--- src/rtl/i2cpx_pkg.sv ---
package i2cpx_pkg;
  // protocol phase of the slave
  typedef enum logic [2:0] {
    ST_IDLE = 3'd0,
    ST_DEV  = 3'd1,
    ST_SUB  = 3'd2,
    ST_WDAT = 3'd3,
    ST_TX   = 3'd4
  } st_e;

  localparam int BYTE_W = 8;
  localparam int PXA_W  = 7;
endpackage

--- src/rtl/i2cpx_linemon.sv ---
module i2cpx_linemon #(
  parameter int STAGES = 2
) (
  input  logic clk,
  input  logic rst_n,
  input  logic scl_i,
  input  logic sda_i,
  output logic scl_s,
  output logic sda_s,
  output logic scl_rise,
  output logic scl_fall,
  output logic start_det,
  output logic stop_det
);
  logic [STAGES-1:0] scl_pipe, sda_pipe;
  logic scl_d, sda_d;

  always_ff @(posedge clk or negedge rst_n) begin
    if (!rst_n) begin
      scl_pipe <= '1;
      sda_pipe <= '1;
      scl_d    <= 1'b1;
      sda_d    <= 1'b1;
    end else begin
      scl_pipe <= {scl_pipe[STAGES-2:0], scl_i};
      sda_pipe <= {sda_pipe[STAGES-2:0], sda_i};
      scl_d    <= scl_pipe[STAGES-1];
      sda_d    <= sda_pipe[STAGES-1];
    end
  end

  assign scl_s     = scl_pipe[STAGES-1];
  assign sda_s     = sda_pipe[STAGES-1];
  assign scl_rise  = scl_s & ~scl_d;
  assign scl_fall  = ~scl_s & scl_d;
  assign start_det = scl_s & scl_d & sda_d & ~sda_s;
  assign stop_det  = scl_s & scl_d & ~sda_d & sda_s;
endmodule

--- src/rtl/i2cpx_locregs.sv ---
module i2cpx_locregs #(
  parameter int NREG = 16
) (
  input  logic       clk,
  input  logic       rst_n,
  input  logic       we,
  input  logic [7:0] sub,
  input  logic [7:0] wdata,
  output logic [7:0] rdata
);
  localparam int IDX_W = (NREG > 1) ? $clog2(NREG) : 1;
  localparam logic [7:0] NREG_B = 8'(NREG);

  logic       in_range;
  logic [7:0] rd_arr [NREG];

  assign in_range = ({1'b0, sub[6:0]} < NREG_B);

  for (genvar g = 0; g < NREG; g++) begin : g_reg
    logic [7:0] q;
    always_ff @(posedge clk or negedge rst_n) begin
      if (!rst_n) q <= 8'h00;
      else if (we && in_range && (sub[IDX_W-1:0] == IDX_W'(g))) q <= wdata;
    end
    assign rd_arr[g] = q;
  end

  assign rdata = in_range ? rd_arr[sub[IDX_W-1:0]] : 8'h00;


  loc_sub_chk: assert property (@(posedge clk) disable iff (!rst_n)
    we |-> sub[7]) else $error("local write with a proxied sub-address");
endmodule

--- src/rtl/i2cpx_proxy.sv ---
module i2cpx_proxy (
  input  logic       clk,
  input  logic       rst_n,
  input  logic       rd_post,
  input  logic       wr_post,
  input  logic       consume,
  input  logic [6:0] post_addr,
  input  logic [7:0] post_data,
  output logic       req_valid,
  input  logic       req_ready,
  output logic       req_write,
  output logic [6:0] req_addr,
  output logic [7:0] req_wdata,
  input  logic       rsp_valid,
  input  logic [7:0] rsp_rdata,
  output logic       busy,
  output logic       buf_valid,
  output logic [6:0] buf_addr,
  output logic [7:0] buf_data
);
  logic pend_rd;

  always_ff @(posedge clk or negedge rst_n) begin
    if (!rst_n) begin
      req_valid <= 1'b0;
      req_write <= 1'b0;
      req_addr  <= '0;
      req_wdata <= '0;
      busy      <= 1'b0;
      pend_rd   <= 1'b0;
      buf_valid <= 1'b0;
      buf_addr  <= '0;
      buf_data  <= '0;
    end else begin
      if ((rd_post || wr_post) && !busy) begin
        req_valid <= 1'b1;
        req_write <= wr_post;
        req_addr  <= post_addr;
        req_wdata <= post_data;
        busy      <= 1'b1;
        pend_rd   <= rd_post;
        buf_valid <= 1'b0;
      end else begin
        if (req_valid && req_ready) req_valid <= 1'b0;
        if (rsp_valid && busy) begin
          busy <= 1'b0;
          if (pend_rd) begin
            buf_valid <= 1'b1;
            buf_addr  <= req_addr;
            buf_data  <= rsp_rdata;
          end
        end
        if (consume) buf_valid <= 1'b0;
      end
    end
  end


  req_hold_chk: assert property (@(posedge clk) disable iff (!rst_n)
    (req_valid && !req_ready) |=> (req_valid && $stable(req_addr) && $stable(req_write) && $stable(req_wdata)))
    else $error("request dropped or changed before acceptance");


  single_out_chk: assert property (@(posedge clk) disable iff (!rst_n)
    (rd_post || wr_post) |-> !busy) else $error("post while a request is outstanding");


  rsp_busy_chk: assert property (@(posedge clk) disable iff (!rst_n)
    rsp_valid |-> busy) else $error("response without outstanding request");
endmodule

--- src/rtl/i2cpx_ctrl.sv ---
module i2cpx_ctrl
  import i2cpx_pkg::*;
#(
  parameter logic [6:0] DEV_ADDR = 7'h2A
) (
  input  logic       clk,
  input  logic       rst_n,
  input  logic       scl_s,
  input  logic       sda_s,
  input  logic       scl_rise,
  input  logic       scl_fall,
  input  logic       start_det,
  input  logic       stop_det,
  input  logic [7:0] loc_rdata,
  input  logic       px_busy,
  input  logic       px_buf_valid,
  input  logic [6:0] px_buf_addr,
  input  logic [7:0] px_buf_data,
  output logic       sda_oe,
  output logic [7:0] sub_q,
  output logic [7:0] wbyte_q,
  output logic       reg_we,
  output logic       wr_post,
  output logic       rd_post,
  output logic       consume
);
  st_e        st;
  logic [3:0] cnt;
  logic [6:0] sh;
  logic       ack_on, ack_val, rw_q, wr_posted;
  logic [7:0] tx_sh;
  logic [7:0] rx_byte;
  logic       ack_now, buf_hit;

  assign rx_byte = {sh, sda_s};
  assign buf_hit = px_buf_valid && (px_buf_addr == sub_q[6:0]);

  // a proxied write is acknowledged only if its completion is already in
  always_comb begin
    ack_now = ack_val;
    if (st == ST_WDAT && !sub_q[7]) ack_now = wr_posted && !px_busy && !wr_post;
  end

  always_ff @(posedge clk or negedge rst_n) begin
    if (!rst_n) begin
      st        <= ST_IDLE;
      cnt       <= '0;
      sh        <= '0;
      ack_on    <= 1'b0;
      ack_val   <= 1'b0;
      rw_q      <= 1'b0;
      wr_posted <= 1'b0;
      tx_sh     <= '0;
      sda_oe    <= 1'b0;
      sub_q     <= '0;
      wbyte_q   <= '0;
      reg_we    <= 1'b0;
      wr_post   <= 1'b0;
      rd_post   <= 1'b0;
      consume   <= 1'b0;
    end else begin
      reg_we  <= 1'b0;
      wr_post <= 1'b0;
      rd_post <= 1'b0;
      consume <= 1'b0;
      if (start_det) begin
        st        <= ST_DEV;
        cnt       <= '0;
        ack_on    <= 1'b0;
        sda_oe    <= 1'b0;
        wr_posted <= 1'b0;
      end else if (stop_det) begin
        st     <= ST_IDLE;
        ack_on <= 1'b0;
        sda_oe <= 1'b0;
      end else if (st == ST_TX) begin
        if (scl_rise && cnt != 4'd8) cnt <= cnt + 4'd1;
        if (scl_fall) begin
          if (cnt == 4'd8) begin
            sda_oe <= 1'b0;
            st     <= ST_IDLE;
          end else begin
            sda_oe <= ~tx_sh[7];
            tx_sh  <= {tx_sh[6:0], 1'b0};
          end
        end
      end else if (st != ST_IDLE) begin
        if (scl_rise && cnt != 4'd8) begin
          sh  <= {sh[5:0], sda_s};
          cnt <= cnt + 4'd1;
          if (cnt == 4'd7) begin
            case (st)
              ST_DEV: begin
                if (rx_byte[7:1] != DEV_ADDR) begin
                  st <= ST_IDLE;
                end else begin
                  rw_q    <= rx_byte[0];
                  ack_val <= 1'b1;
                  if (rx_byte[0]) begin
                    if (sub_q[7]) tx_sh <= loc_rdata;
                    else if (px_busy) ack_val <= 1'b0;
                    else begin
                      tx_sh <= px_buf_data;
                      if (buf_hit) consume <= 1'b1;
                      else rd_post <= 1'b1;
                    end
                  end
                end
              end
              ST_SUB: begin
                sub_q   <= rx_byte;
                ack_val <= 1'b1;
              end
              ST_WDAT: begin
                wbyte_q <= rx_byte;
                ack_val <= 1'b1;
                if (sub_q[7]) reg_we <= 1'b1;
                else if (!px_busy) begin
                  wr_post   <= 1'b1;
                  wr_posted <= 1'b1;
                end
              end
              default: ;
            endcase
          end
        end
        if (scl_fall && cnt == 4'd8) begin
          if (!ack_on) begin
            ack_on <= 1'b1;
            sda_oe <= ack_now;
          end else begin
            ack_on <= 1'b0;
            cnt    <= '0;
            sda_oe <= 1'b0;
            case (st)
              ST_DEV: begin
                if (!ack_val) st <= ST_IDLE;
                else if (rw_q) begin
                  st     <= ST_TX;
                  sda_oe <= ~tx_sh[7];
                  tx_sh  <= {tx_sh[6:0], 1'b0};
                end else st <= ST_SUB;
              end
              ST_SUB:  st <= ST_WDAT;
              default: st <= ST_IDLE;
            endcase
          end
        end
      end
    end
  end


  sda_lowphase_chk: assert property (@(posedge clk) disable iff (!rst_n)
    (sda_oe != $past(sda_oe)) |-> !$past(scl_s)) else $error("SDA changed while SCL high");


  proxy_sub_chk: assert property (@(posedge clk) disable iff (!rst_n)
    (wr_post || rd_post) |-> !sub_q[7]) else $error("proxy post for a local sub-address");


  pend_nack_chk: assert property (@(posedge clk) disable iff (!rst_n)
    (rd_post || consume) |-> !px_busy) else $error("read served while fetch pending");
endmodule

--- src/rtl/i2cpx_regslave.sv ---
module i2cpx_regslave #(
  parameter logic [6:0] DEV_ADDR    = 7'h2A,
  parameter int         NREG        = 16,
  parameter int         SYNC_STAGES = 2
) (
  input  logic       clk,
  input  logic       rst_n,
  input  logic       scl_i,
  input  logic       sda_i,
  output logic       sda_oe,
  output logic       px_req_valid,
  input  logic       px_req_ready,
  output logic       px_req_write,
  output logic [6:0] px_req_addr,
  output logic [7:0] px_req_wdata,
  input  logic       px_rsp_valid,
  input  logic [7:0] px_rsp_rdata
);
  logic       scl_s, sda_s, scl_rise, scl_fall, start_det, stop_det;
  logic [7:0] loc_rdata, sub_q, wbyte_q;
  logic       reg_we, wr_post, rd_post, consume;
  logic       px_busy, px_buf_valid;
  logic [6:0] px_buf_addr;
  logic [7:0] px_buf_data;

  i2cpx_linemon #(.STAGES(SYNC_STAGES)) u_line (
    .clk(clk), .rst_n(rst_n), .scl_i(scl_i), .sda_i(sda_i),
    .scl_s(scl_s), .sda_s(sda_s), .scl_rise(scl_rise), .scl_fall(scl_fall),
    .start_det(start_det), .stop_det(stop_det)
  );

  i2cpx_ctrl #(.DEV_ADDR(DEV_ADDR)) u_ctrl (
    .clk(clk), .rst_n(rst_n), .scl_s(scl_s), .sda_s(sda_s),
    .scl_rise(scl_rise), .scl_fall(scl_fall), .start_det(start_det), .stop_det(stop_det),
    .loc_rdata(loc_rdata), .px_busy(px_busy), .px_buf_valid(px_buf_valid),
    .px_buf_addr(px_buf_addr), .px_buf_data(px_buf_data),
    .sda_oe(sda_oe), .sub_q(sub_q), .wbyte_q(wbyte_q), .reg_we(reg_we),
    .wr_post(wr_post), .rd_post(rd_post), .consume(consume)
  );

  i2cpx_locregs #(.NREG(NREG)) u_regs (
    .clk(clk), .rst_n(rst_n), .we(reg_we), .sub(sub_q), .wdata(wbyte_q), .rdata(loc_rdata)
  );

  i2cpx_proxy u_px (
    .clk(clk), .rst_n(rst_n), .rd_post(rd_post), .wr_post(wr_post), .consume(consume),
    .post_addr(sub_q[6:0]), .post_data(wbyte_q),
    .req_valid(px_req_valid), .req_ready(px_req_ready), .req_write(px_req_write),
    .req_addr(px_req_addr), .req_wdata(px_req_wdata),
    .rsp_valid(px_rsp_valid), .rsp_rdata(px_rsp_rdata),
    .busy(px_busy), .buf_valid(px_buf_valid), .buf_addr(px_buf_addr), .buf_data(px_buf_data)
  );
endmodule

--- config.mk ---
export PLATFORM = sky130hd
export DESIGN_NAME = i2cpx_regslave
export DESIGN_NICKNAME = d
export VERILOG_FILES = /design/src/rtl/i2cpx_pkg.sv /design/src/rtl/i2cpx_linemon.sv /design/src/rtl/i2cpx_locregs.sv /design/src/rtl/i2cpx_proxy.sv /design/src/rtl/i2cpx_ctrl.sv /design/src/rtl/i2cpx_regslave.sv
export SDC_FILE = /design/constraint.sdc
export NUM_CORES = 1
export LEC_CHECK = 0
export ABC_AREA = 1
export BUFFER_PORTS_ARGS = -buffer_cell sky130_fd_sc_hd__clkbuf_2
export CAP_MARGIN = 20
export CORE_MARGIN = 3
export CORE_UTILIZATION = 50
export CTS_CLUSTER_SIZE = 30
export DETAILED_ROUTE_END_ITERATION = 16
export PLACE_DENSITY = 0.66
export SLEW_MARGIN = 0
export SYNTH_ARGS = -nofsm -noshare
export SYNTH_HDL_FRONTEND = slang
export SYNTH_SLANG_ARGS = --single-unit
--- constraint.sdc ---
create_clock -name clk -period 2.5 [get_ports clk]
set_input_delay 0.625 -clock clk [delete_from_list [all_inputs] [get_ports clk]]
set_output_delay 0.625 -clock clk [all_outputs]
set_load 0.05 [all_outputs]
==> Word level (Yosys, flattened, before mapping) <==
Cells that the tools add are included.
{ "classes": {"add_sub_neg": 1, "n_mul": 0, "n_div": 0, "order_cmp": 2, "n_eq_ne": 34, "shift": 0, "muxes": 122, "n_bitwise": 18, "reduce_logical": 61} }
{ "ops": {"columns": ["cell", "count"], "rows": [
  ["2-to-1 mux 8 bit", 19],
  ["2-to-1 mux 1 bit", 79],
  ["2-to-1 mux 3 bit", 14],
  ["== test 4 bit (second input constant)", 9],
  ["binary-select mux 8 bit (select 4 bit)", 1],
  ["2-to-1 mux 4 bit", 7],
  ["logical AND 1 bit", 26],
  ["AND reduction 8 bit", 3],
  ["== test 4 x 3 -> 1 bit (second input constant)", 5],
  ["nonzero test 3 bit", 6],
  ["nonzero test 2 bit", 8],
  ["AND reduction 7 bit", 2],
  ["inequality test 2 bit (second input constant)", 6],
  ["AND reduction 3 bit", 4],
  ["inverter 1 bit", 10],
  ["AND reduction 5 bit", 2],
  ["== test 4 x 2 -> 1 bit (second input constant)", 2],
  ["inequality test 4 bit (second input constant)", 2],
  ["nonzero test 4 bit", 2],
  ["bitwise AND 1 bit", 7],
  ["== test 7 bit", 1],
  ["less-than comparator 7 x 5 -> 1 bit (second input constant)", 1],
  ["inequality test 7 x 6 -> 1 bit (second input constant)", 1],
  ["== test 3 x 2 -> 1 bit (second input constant)", 2],
  ["other kinds (16)", 19]
]} }
{ "word_totals": {"register_bits": 216, "latchBits": 0, "ramBits": 0, "mem_bits_ro": 0, "in_bits": 14, "output_inout_bits": 18, "elab_cells": 282, "n_memories": 0} }

==> Longest topological paths before layout <==
Gate-level depths: netlist of the first run.
{ "logic_depth": {"ltp_word": 18, "depth_mapped": 13, "depth_no_buf": 12} }

==> Cells and area by module <==
From an unflattened synthesis of the first run, not the netlist that was laid out.
{ "unflattened": {"hier_cells": 1332, "area_unflattened_um2": 10820.4} }
{ "by_module_without_submodules": {"columns": ["mod", "n_inst", "cells_each", "area_each_um2", "seq_area_each_um2"], "rows": [
  ["i2cpx_locregs", 1, 842, 6533.8, 3203.1],
  ["i2cpx_ctrl", 1, 320, 2616.3, 1176.1],
  ["i2cpx_proxy", 1, 153, 1471.4, 875.8],
  ["i2cpx_linemon", 1, 17, 198.9, 157.7]
]} }

==> Least setup slack after synthesis of the first run <==
Ideal clock, no wire load.
{ "synth_path": {"path_type": "reg2reg", "from": "reg u_ctrl.cnt[0]", "to": "reg u_ctrl.sub_q[5]", "setup_time_ps": 130, "arrival_ps": 1548, "t_required_ps": 2370, "setup_slack_ps": 822, "stages_incl_launch_ff": 10, "path_buffers": 1, "period_less_slack_ps": 1678, "cell_sequence": "dfrtp_1 inv_1 ha_1 nand3_1 nand3_1 nor2_1 nand4_1 clkbuf_1 nand2_1 o21ai_1"} }
{ "synth_via": {"elab_chain_len": 3, "word_cells_on_any_way": 4, "classes_between": "2 x eq/ne; 2 x reduce/logical"} }
{ "synth_lines": {"columns": ["item", "line_no", "source"], "rows": [
  ["start, declared", "i2cpx_ctrl.sv:28", "logic [3:0] cnt;"],
  ["start signal, assigned", "i2cpx_ctrl.sv:77", "if (scl_rise && cnt != 4'd8) cnt <= cnt + 4'd1;"],
  ["start signal, assigned", "i2cpx_ctrl.sv:90", "cnt <= cnt + 4'd1;"],
  ["inequality test 4 bit", "i2cpx_ctrl.sv:88", "if (scl_rise && cnt != 4'd8) begin"],
  ["logical AND 1 bit", "i2cpx_ctrl.sv:88", null],
  ["AND reduction 7 bit (no source line) *", null, null],
  ["end signal, assigned", "i2cpx_ctrl.sv:111", "sub_q <= rx_byte;"],
  ["end, declared", "i2cpx_ctrl.sv:20", "output logic [7:0] sub_q,"]
]} }
Mark *: on every way between the ends. The rest lies on a longest branch, timed or not.
A chain may end at the register's enable or synchronous reset.

==> Worst setup path in the final report of the first run <==
{ "layout_path": {"from": "reg u_ctrl.sub_q[2]", "to": "reg u_regs.g_reg[1].q[5]"} }
{ "layout_via": {"elab_chain_len": 3, "word_cells_on_any_way": 4, "classes_between": "1 x order compare; 1 x eq/ne; 2 x reduce/logical"} }
{ "layout_lines": {"columns": ["item", "line_no", "source"], "rows": [
  ["less-than comparator 7 x 5 -> 1 bit", "i2cpx_locregs.sv:17", "assign in_range = ({1'b0, sub[6:0]} < NREG_B);"],
  ["logical AND 1 bit", "i2cpx_locregs.sv:23", "else if (we && in_range && (sub[IDX_W-1:0] == IDX_W'(g))) q <= wdata;"],
  ["logical AND 1 bit *", "i2cpx_locregs.sv:23", null],
  ["end signal, assigned", "i2cpx_locregs.sv:23", null],
  ["end, declared", "i2cpx_locregs.sv:20", "logic [7:0] q;"]
]} }
Marks and branches as above.

==> results of run 1 <==
## per-layer routing
metal  global-route usage, %  up-vias
li1                        -     4135
met1                    37.4     3948
met2                    33.0      206
met3                    3.17       42
met4                    6.00        0
met5                       0        -
## critical path, stage by stage (launching register included)
cell and delay [ns]:
sky130_fd_sc_hd__dfrtp_1 0.56, sky130_fd_sc_hd__nor2_1 0.56, sky130_fd_sc_hd__nand2_1 0.14, sky130_fd_sc_hd__nor2_2 0.49
sky130_fd_sc_hd__a21oi_1 0.16
## layout make-up
| type | instances | area, sq um | share of cell area [%] |
|---|---|---|---|
| clock buffers | 34 | 709 | 6.20 |
| repair buffers | 54 | 400 | 3.50 |
| multi-input cells | 920 | 4120 | 35.9 |
| well taps | 265 | 332 | 2.90 |
| flip-flops and latches | 216 | 5410 | 47.3 |
| clock inverters | 9 | 148 | 1.29 |
| inverters | 88 | 333 | 2.91 |
## synthesized netlist by cell type (3+ instances only)
| cell | number |
|---|---|
| sky130_fd_sc_hd__dfstp_2 | 6 |
| sky130_fd_sc_hd__nor4_4 | 7 |
| sky130_fd_sc_hd__dfrtp_1 | 210 |
| sky130_fd_sc_hd__o21ai_1 | 82 |
| sky130_fd_sc_hd__nand4_1 | 7 |
| sky130_fd_sc_hd__xor2_1 | 4 |
| sky130_fd_sc_hd__inv_2 | 14 |
| sky130_fd_sc_hd__nor2_1 | 124 |
| sky130_fd_sc_hd__inv_1 | 73 |
| sky130_fd_sc_hd__buf_1 | 4 |
| sky130_fd_sc_hd__nand3_1 | 11 |
| sky130_fd_sc_hd__o31ai_1 | 3 |
| sky130_fd_sc_hd__o21ai_0 | 44 |
| sky130_fd_sc_hd__clkbuf_1 | 30 |
| sky130_fd_sc_hd__a21oi_2 | 4 |
| sky130_fd_sc_hd__buf_2 | 16 |
| sky130_fd_sc_hd__a21oi_1 | 104 |
| sky130_fd_sc_hd__o22ai_1 | 8 |
| sky130_fd_sc_hd__nand2_1 | 487 |
| sky130_fd_sc_hd__buf_4 | 8 |
| sky130_fd_sc_hd__nor3_1 | 10 |
## worst paths after layout
kind	startpoint	end	slack, ns	cells after the start
min in group clk	sda_i	u_line.sda_pipe[0]	0.20	1
min	rst_n	u_regs.g_reg[8].q[4]	0.01	1
max reg2reg	u_ctrl.sub_q[2]	u_regs.g_reg[1].q[5]	0.43	4
min reg2reg	u_line.sda_pipe[0]	u_line.sda_pipe[1]	0.35	0
max	u_ctrl.sub_q[2]	u_regs.g_reg[1].q[5]	0.43	4
max in group asynchronous	rst_n	u_line.scl_d	1.77	2
## sequential cells by signal (all words and copies together), names as in the netlist, 4 cells and up
name / count
u_px.buf_data: 8
u_px.req_addr: 7
u_ctrl.sh: 7
u_px.req_wdata: 8
u_regs.g.q: 128
u_ctrl.tx_sh: 8
u_ctrl.cnt: 4
u_px.buf_addr: 7
u_ctrl.wbyte_q: 8
u_ctrl.sub_q: 8
## report_power, final
part           internal [mW]  switching, mW
Clock                   2.38           1.39
Combinational          0.191          0.407
Sequential              3.65          0.119
## metrics by stage
| step | area [sq um] | setup slack (ns) | util, % | power [mW] | hold WS, ns |
|---|---|---|---|---|---|
| after global placement | 10600 | 0.499 | 53.7 | 4.41 | 0.346 |
| after floorplan | 10200 | 0.822 | - | 4.19 | 0.329 |
| final | 11500 | 0.429 | 58.1 | 8.14 | 0.0113 |
| after CTS | 11500 | 0.449 | 58.1 | 8.21 | 0.0223 |
| after detailed placement | 10600 | 0.464 | 53.7 | 4.42 | 0.348 |
| after global routing | 11500 | 0.178 | 58.1 | 8.47 | 0.0336 |
## cells by family (layout without fill, tap and decap cells)
kind of cell / after synthesis / count (layout)
multiplexers: 1 / 1
AO/OA/AOI/OAI: 255 / 255
XOR/XNOR: 5 / 5
flip-flops: 216 / 216
buffers and inverters: 148 / 185
AND/OR/NAND/NOR: 657 / 657
adder cells (fa/ha/maj): 2 / 2
==> out/metrics.cfg, run 1 <==
[detailed_routing]
met1Wirelength_um = 12400
drt_drc_violations_left = 0
detailroute.wirelength.met2_um = 10400
route.met3.wl_um = 1410
viasPerCell = 5.25
first_pass_iters = 5
vias_post_dr = 8331
detail_route.wl_per_cell_um = 15.7
topRoutingLayerUsed = met4
antenna_left = 0
detail_route.wirelength_um = 24900
drtIter0Drc = 852

[global_route]
antenna_found_initial = 0
first_pass_grt_wire_length_um = 41500
global_route.usage.total_pct = 23.2
gr-total-overflow = 0
grt_pass1_vias = 7836
grt_start_max_net_pins = 61

[synthesis]
yosys.area_share.xor_xnor_pct = 0.431
synth_top_area_share_pct = 51.8
synth-edff-count = 0
synthesis.instances = 1284
synthDominantAreaCellType = sky130_fd_sc_hd__dfrtp_1
synth_adder_area_share_pct = 0.247
synth_top_family_by_area = simple AND/OR/NAND/NOR gates
ys_ff_latch = 216
synth_cell_types = 42
post_synth_and_or_nand_nor_area_fraction_pct = 26.6
proportion_of_register_bits_with_asynchronous_set_or_reset_after_synthesis_pct = 100
ys_seq_area_share_pct = 53.3
postSynth.topFlopCell = sky130_fd_sc_hd__dfrtp_1
synthesis.area_sq_um = 10200
syn_nets = 1300
synth-compound-area-share_pct = 13.2
synthesis.yosys.warnings = 0
synthesis.area_per_instance_sq_um = 7.91
synth_top_cells_by_area = sky130_fd_sc_hd__dfrtp_1, sky130_fd_sc_hd__nand2_1, sky130_fd_sc_hd__a21oi_1
synth.mux.area_fraction_pct = 0.111

[pwr]
power.ir.vdd_worst_mv = 0.491
power_per_cell_area_nw_per_um2 = 711
cellLeakagePower_nw = 5.69

[clocking]
cts_buffers = 24
ctsRootBufferMaster = sky130_fd_sc_hd__clkbuf_16
post-cts-setup-buffer-count = 0
tritoncts = built
insertion_delay_ns = 0.52
ctsHoldBuffers = 0
cts-resized-gates = 0
cts.htree.levels = 1
numClockSinks = 216
clk_pin_slew_worst_paths_ns = 0.06
max-clock-path-buffers = 3

[finish]
antennaDiodeCount = 0
final_cell_mix = sky130_fd_sc_hd__nand2_1, sky130_fd_sc_hd__dfrtp_1, sky130_fd_sc_hd__nor2_1
final_cell_count_no_fill = 1586
layout-drive-gt1-share_pct = 10.1
layout-area-overhead-vs-synth_pct = 12.8
fillerInstances = 1791
final_net_count = 1320
mostFrequentLayoutCell = sky130_fd_sc_hd__nand2_1

[setup_path]
arrival_ns = 2.42
cp-end-kind = flip-flop
worstSetupPathType = reg2reg
worst_ep_required_time_ns = 2.85
highest_net_fanout_along_the_worst_path = 16
crit_path_start_kind = flip-flop

[sta]
setup_tns_ns = 0
report.final.slew_viol_count = 0
rsz0062_at_grt = false
tightest_slew_margin_relative_to_the_limit_pct = 45.7
setup_violations = 0
fin_crit_sh_pct = 82.8
timing.clock.skew_ns = 0.0252
clock.fmax_mhz = 483
tightestPinTransition_ns = 0.814
final.min_clock_period_ns = 2.07
timing_hold_violations_final = 0

[placed_design]
port_buffers = 31
place.detailed.hpwl_um = 16400
dp_cells = 1543
globalplace.congestion = 0.861

[floorplanning]
fp-row-count = 51
ioPinCount = 32
initial_core_util_pct = 51.5
die_h_um = 148
floorplan.die.width_um = 148
design.die.area_sq_um = 22000
core_region_area_sq_um = 19700

[min_path]
hp-class = in2async

[run_status]
run_status = complete, no violations

[run]
maxCapViolations = 0

No activity file was read; power rests on OpenSTA's default activity.
==> run 2, diff against run 1 <==
==> constraint.sdc (replaced) <==
create_clock -name clk -period 2.1 [get_ports clk]
set_input_delay 0.525 -clock clk [delete_from_list [all_inputs] [get_ports clk]]
set_output_delay 0.525 -clock clk [all_outputs]
set_load 0.05 [all_outputs]
==> out/metrics.cfg, run 2 (synthesized netlist as in run 1, its figures left out) <==
[detailed_routing]
detailroute.wirelength.met2_um = 10900  ; +4.6%
drtIter0Drc = 799  ; -6.2%
met1Wirelength_um = 12700  ; +2.4%
drt_drc_violations_left = 0  ; unchanged
antenna_left = 0  ; unchanged
viasPerCell = 5.21  ; -0.74%
topRoutingLayerUsed = met4
route.met3.wl_um = 1180  ; -16%
first_pass_iters = 5  ; unchanged
detail_route.wirelength_um = 25500  ; +2.2%
vias_post_dr = 8400  ; +0.83%
detail_route.wl_per_cell_um = 15.8  ; +0.65%

[sta]
report.final.slew_viol_count = 0  ; unchanged
setup_tns_ns = 0  ; unchanged
timing_hold_violations_final = 0  ; unchanged
tightestPinTransition_ns = 0.740  ; -0.0740 ns
finalHoldWorstSlack_ns = 0.101  ; +0.0902 ns
fin_crit_sh_pct = 91.4  ; +8.6 points
final.min_clock_period_ns = 1.92  ; -0.152 ns
rsz0062_at_grt = false
setup_violations = 0  ; unchanged
clock.fmax_mhz = 521  ; +7.9%
tightest_slew_margin_relative_to_the_limit_pct = 50.6  ; +4.9 points
timing.clock.skew_ns = 0.00684  ; -0.0183 ns

[setup_path]
cp-end-kind = flip-flop
crit_path_start_kind = flip-flop
arrival_ns = 2.32  ; -0.10 ns
highest_net_fanout_along_the_worst_path = 7  ; -9
worstSetupPathType = reg2reg
worst_ep_required_time_ns = 2.50  ; -0.35 ns

[floorplanning]
fp-row-count = 51  ; unchanged
ioPinCount = 32  ; unchanged
core_region_area_sq_um = 19700  ; unchanged
die_h_um = 148  ; unchanged
floorplan.die.width_um = 148  ; unchanged
design.die.area_sq_um = 22000  ; unchanged
initial_core_util_pct = 51.5  ; unchanged

[finish]
mostFrequentLayoutCell = sky130_fd_sc_hd__nand2_1
max_flop_register = u_regs.g.q
antennaDiodeCount = 0  ; unchanged
fillerInstances = 1782  ; -0.50%
final_core_util_pct = 58.8  ; +0.75 points
layout-area-overhead-vs-synth_pct = 14.3
layout-drive-gt1-share_pct = 12.2  ; +2.0 points
largest_register_ffs = 128  ; unchanged
final_net_count = 1347  ; +2.0%
final_cell_mix = sky130_fd_sc_hd__nand2_1, sky130_fd_sc_hd__dfrtp_1, sky130_fd_sc_hd__nor2_1

[global_route]
grt_start_max_net_pins = 58  ; -4.9%
global_route.usage.total_pct = 23.7  ; +0.50 points
first_pass_grt_wire_length_um = 42500  ; +2.3%
grt_pass1_vias = 7946  ; +1.4%
antenna_found_initial = 0  ; unchanged
gr-total-overflow = 0  ; unchanged

[clocking]
cts.htree.levels = 1  ; unchanged
insertion_delay_ns = 0.51  ; about the same
ctsRootBufferMaster = sky130_fd_sc_hd__clkbuf_16
cts_buffers = 24  ; unchanged
numClockSinks = 216  ; unchanged
clk_pin_slew_worst_paths_ns = 0.06  ; about the same
max-clock-path-buffers = 3  ; unchanged
tritoncts = built

[placed_design]
port_buffers = 31  ; unchanged
globalplace.congestion = 0.916  ; +6.5%
place.detailed.hpwl_um = 17500  ; +6.7%

[pwr]
power_per_cell_area_nw_per_um2 = 807  ; +13%
power.ir.vdd_worst_mv = 0.624  ; +27%
cellLeakagePower_nw = 5.80  ; +1.8%

[run]
maxCapViolations = 0  ; unchanged

[run_status]
run_status = complete, no violations

[min_path]
hp-class = in2reg

-- run 2: cell types whose count changed in the layout (fill, tap and decap cells not counted), moves of 2 or more --
cell	before	now
sky130_fd_sc_hd__buf_4	18	45
sky130_fd_sc_hd__bufinv_16	4	1
sky130_fd_sc_hd__nor2_1	124	122
sky130_fd_sc_hd__nor2_2	1	3
sky130_fd_sc_hd__clkbuf_8	5	7
-- run 2: final timing paths --
check                                        start              endpoint  slack [ns]  depth (start not counted)
max in group asynchronous                    rst_n          u_line.sda_d        0.91                          3
min in group asynchronous                    rst_n  u_regs.g_reg[8].q[2]        0.52                          2
worst max register to register        u_ctrl.st[0]        u_ctrl.ack_val        0.18                         11
worst max-delay path                  u_ctrl.st[0]        u_ctrl.ack_val        0.18                         11
worst min-delay path                         scl_i    u_line.scl_pipe[0]        0.10                          1
worst min register to register  u_line.scl_pipe[0]    u_line.scl_pipe[1]        0.36                          0
-- run 2: power breakdown --
part / switching, mW / internal, mW / total, mW
combinational: 0.493 / 0.243 / 0.736
sequential: 0.142 / 4.34 / 4.49
clock: 1.61 / 2.52 / 4.13
-- run 2: stage by stage --
stage / power, mW / setup WS [ns] / cells / cell area (sq um)
floorplan: 4.99 / 0.422 / 1284 / 10200
detailed placement: 5.28 / 0.0859 / 1567 / 10800
global route: 9.74 / 0.00326 / 1611 / 11600
global placement: 5.26 / 0.181 / 1567 / 10800
finish: 9.36 / 0.181 / 1611 / 11600
CTS: 9.43 / 0.0941 / 1609 / 11600
-- run 2: timing repair --
action,in CTS,in global routing
hold buffers,1,0
hold endpoints to repair,49,0
buffers inserted,0,2
endpoints found under the setup margin,0,19
resized for setup,0,6
-- run 2: per-layer routing --
layer | GRT usage [%] | vias to the layer above
li1 | - | 4193
met1 | 37.4 | 3979
met2 | 34.6 | 187
met3 | 3.08 | 41
met4 | 6.28 | 0
met5 | 0 | -
-- run 2: critical path: stages, from the launching register on --
cell and delay [ns]:
sky130_fd_sc_hd__dfrtp_1 0.49, sky130_fd_sc_hd__nor2_1 0.16, sky130_fd_sc_hd__nand2_2 0.16, sky130_fd_sc_hd__nand2_1 0.08, sky130_fd_sc_hd__nor2_2 0.20, sky130_fd_sc_hd__nand2_1 0.10
sky130_fd_sc_hd__inv_2 0.09, sky130_fd_sc_hd__nand2_1 0.09, sky130_fd_sc_hd__nor2_1 0.17, sky130_fd_sc_hd__inv_1 0.08, sky130_fd_sc_hd__o21ai_1 0.12, sky130_fd_sc_hd__nand2_1 0.06
-- run 2: layout make-up --
class                      instances  area (sq um)  area share, %
sequential                       216          5410           46.7
multi-input combinational        920          4140           35.7
clock buffer                      35           733           6.32
timing repair buffer              81           593           5.11
inverter                          88           333           2.87
tap                              265           332           2.86
clock inverter                     6          55.1          0.475
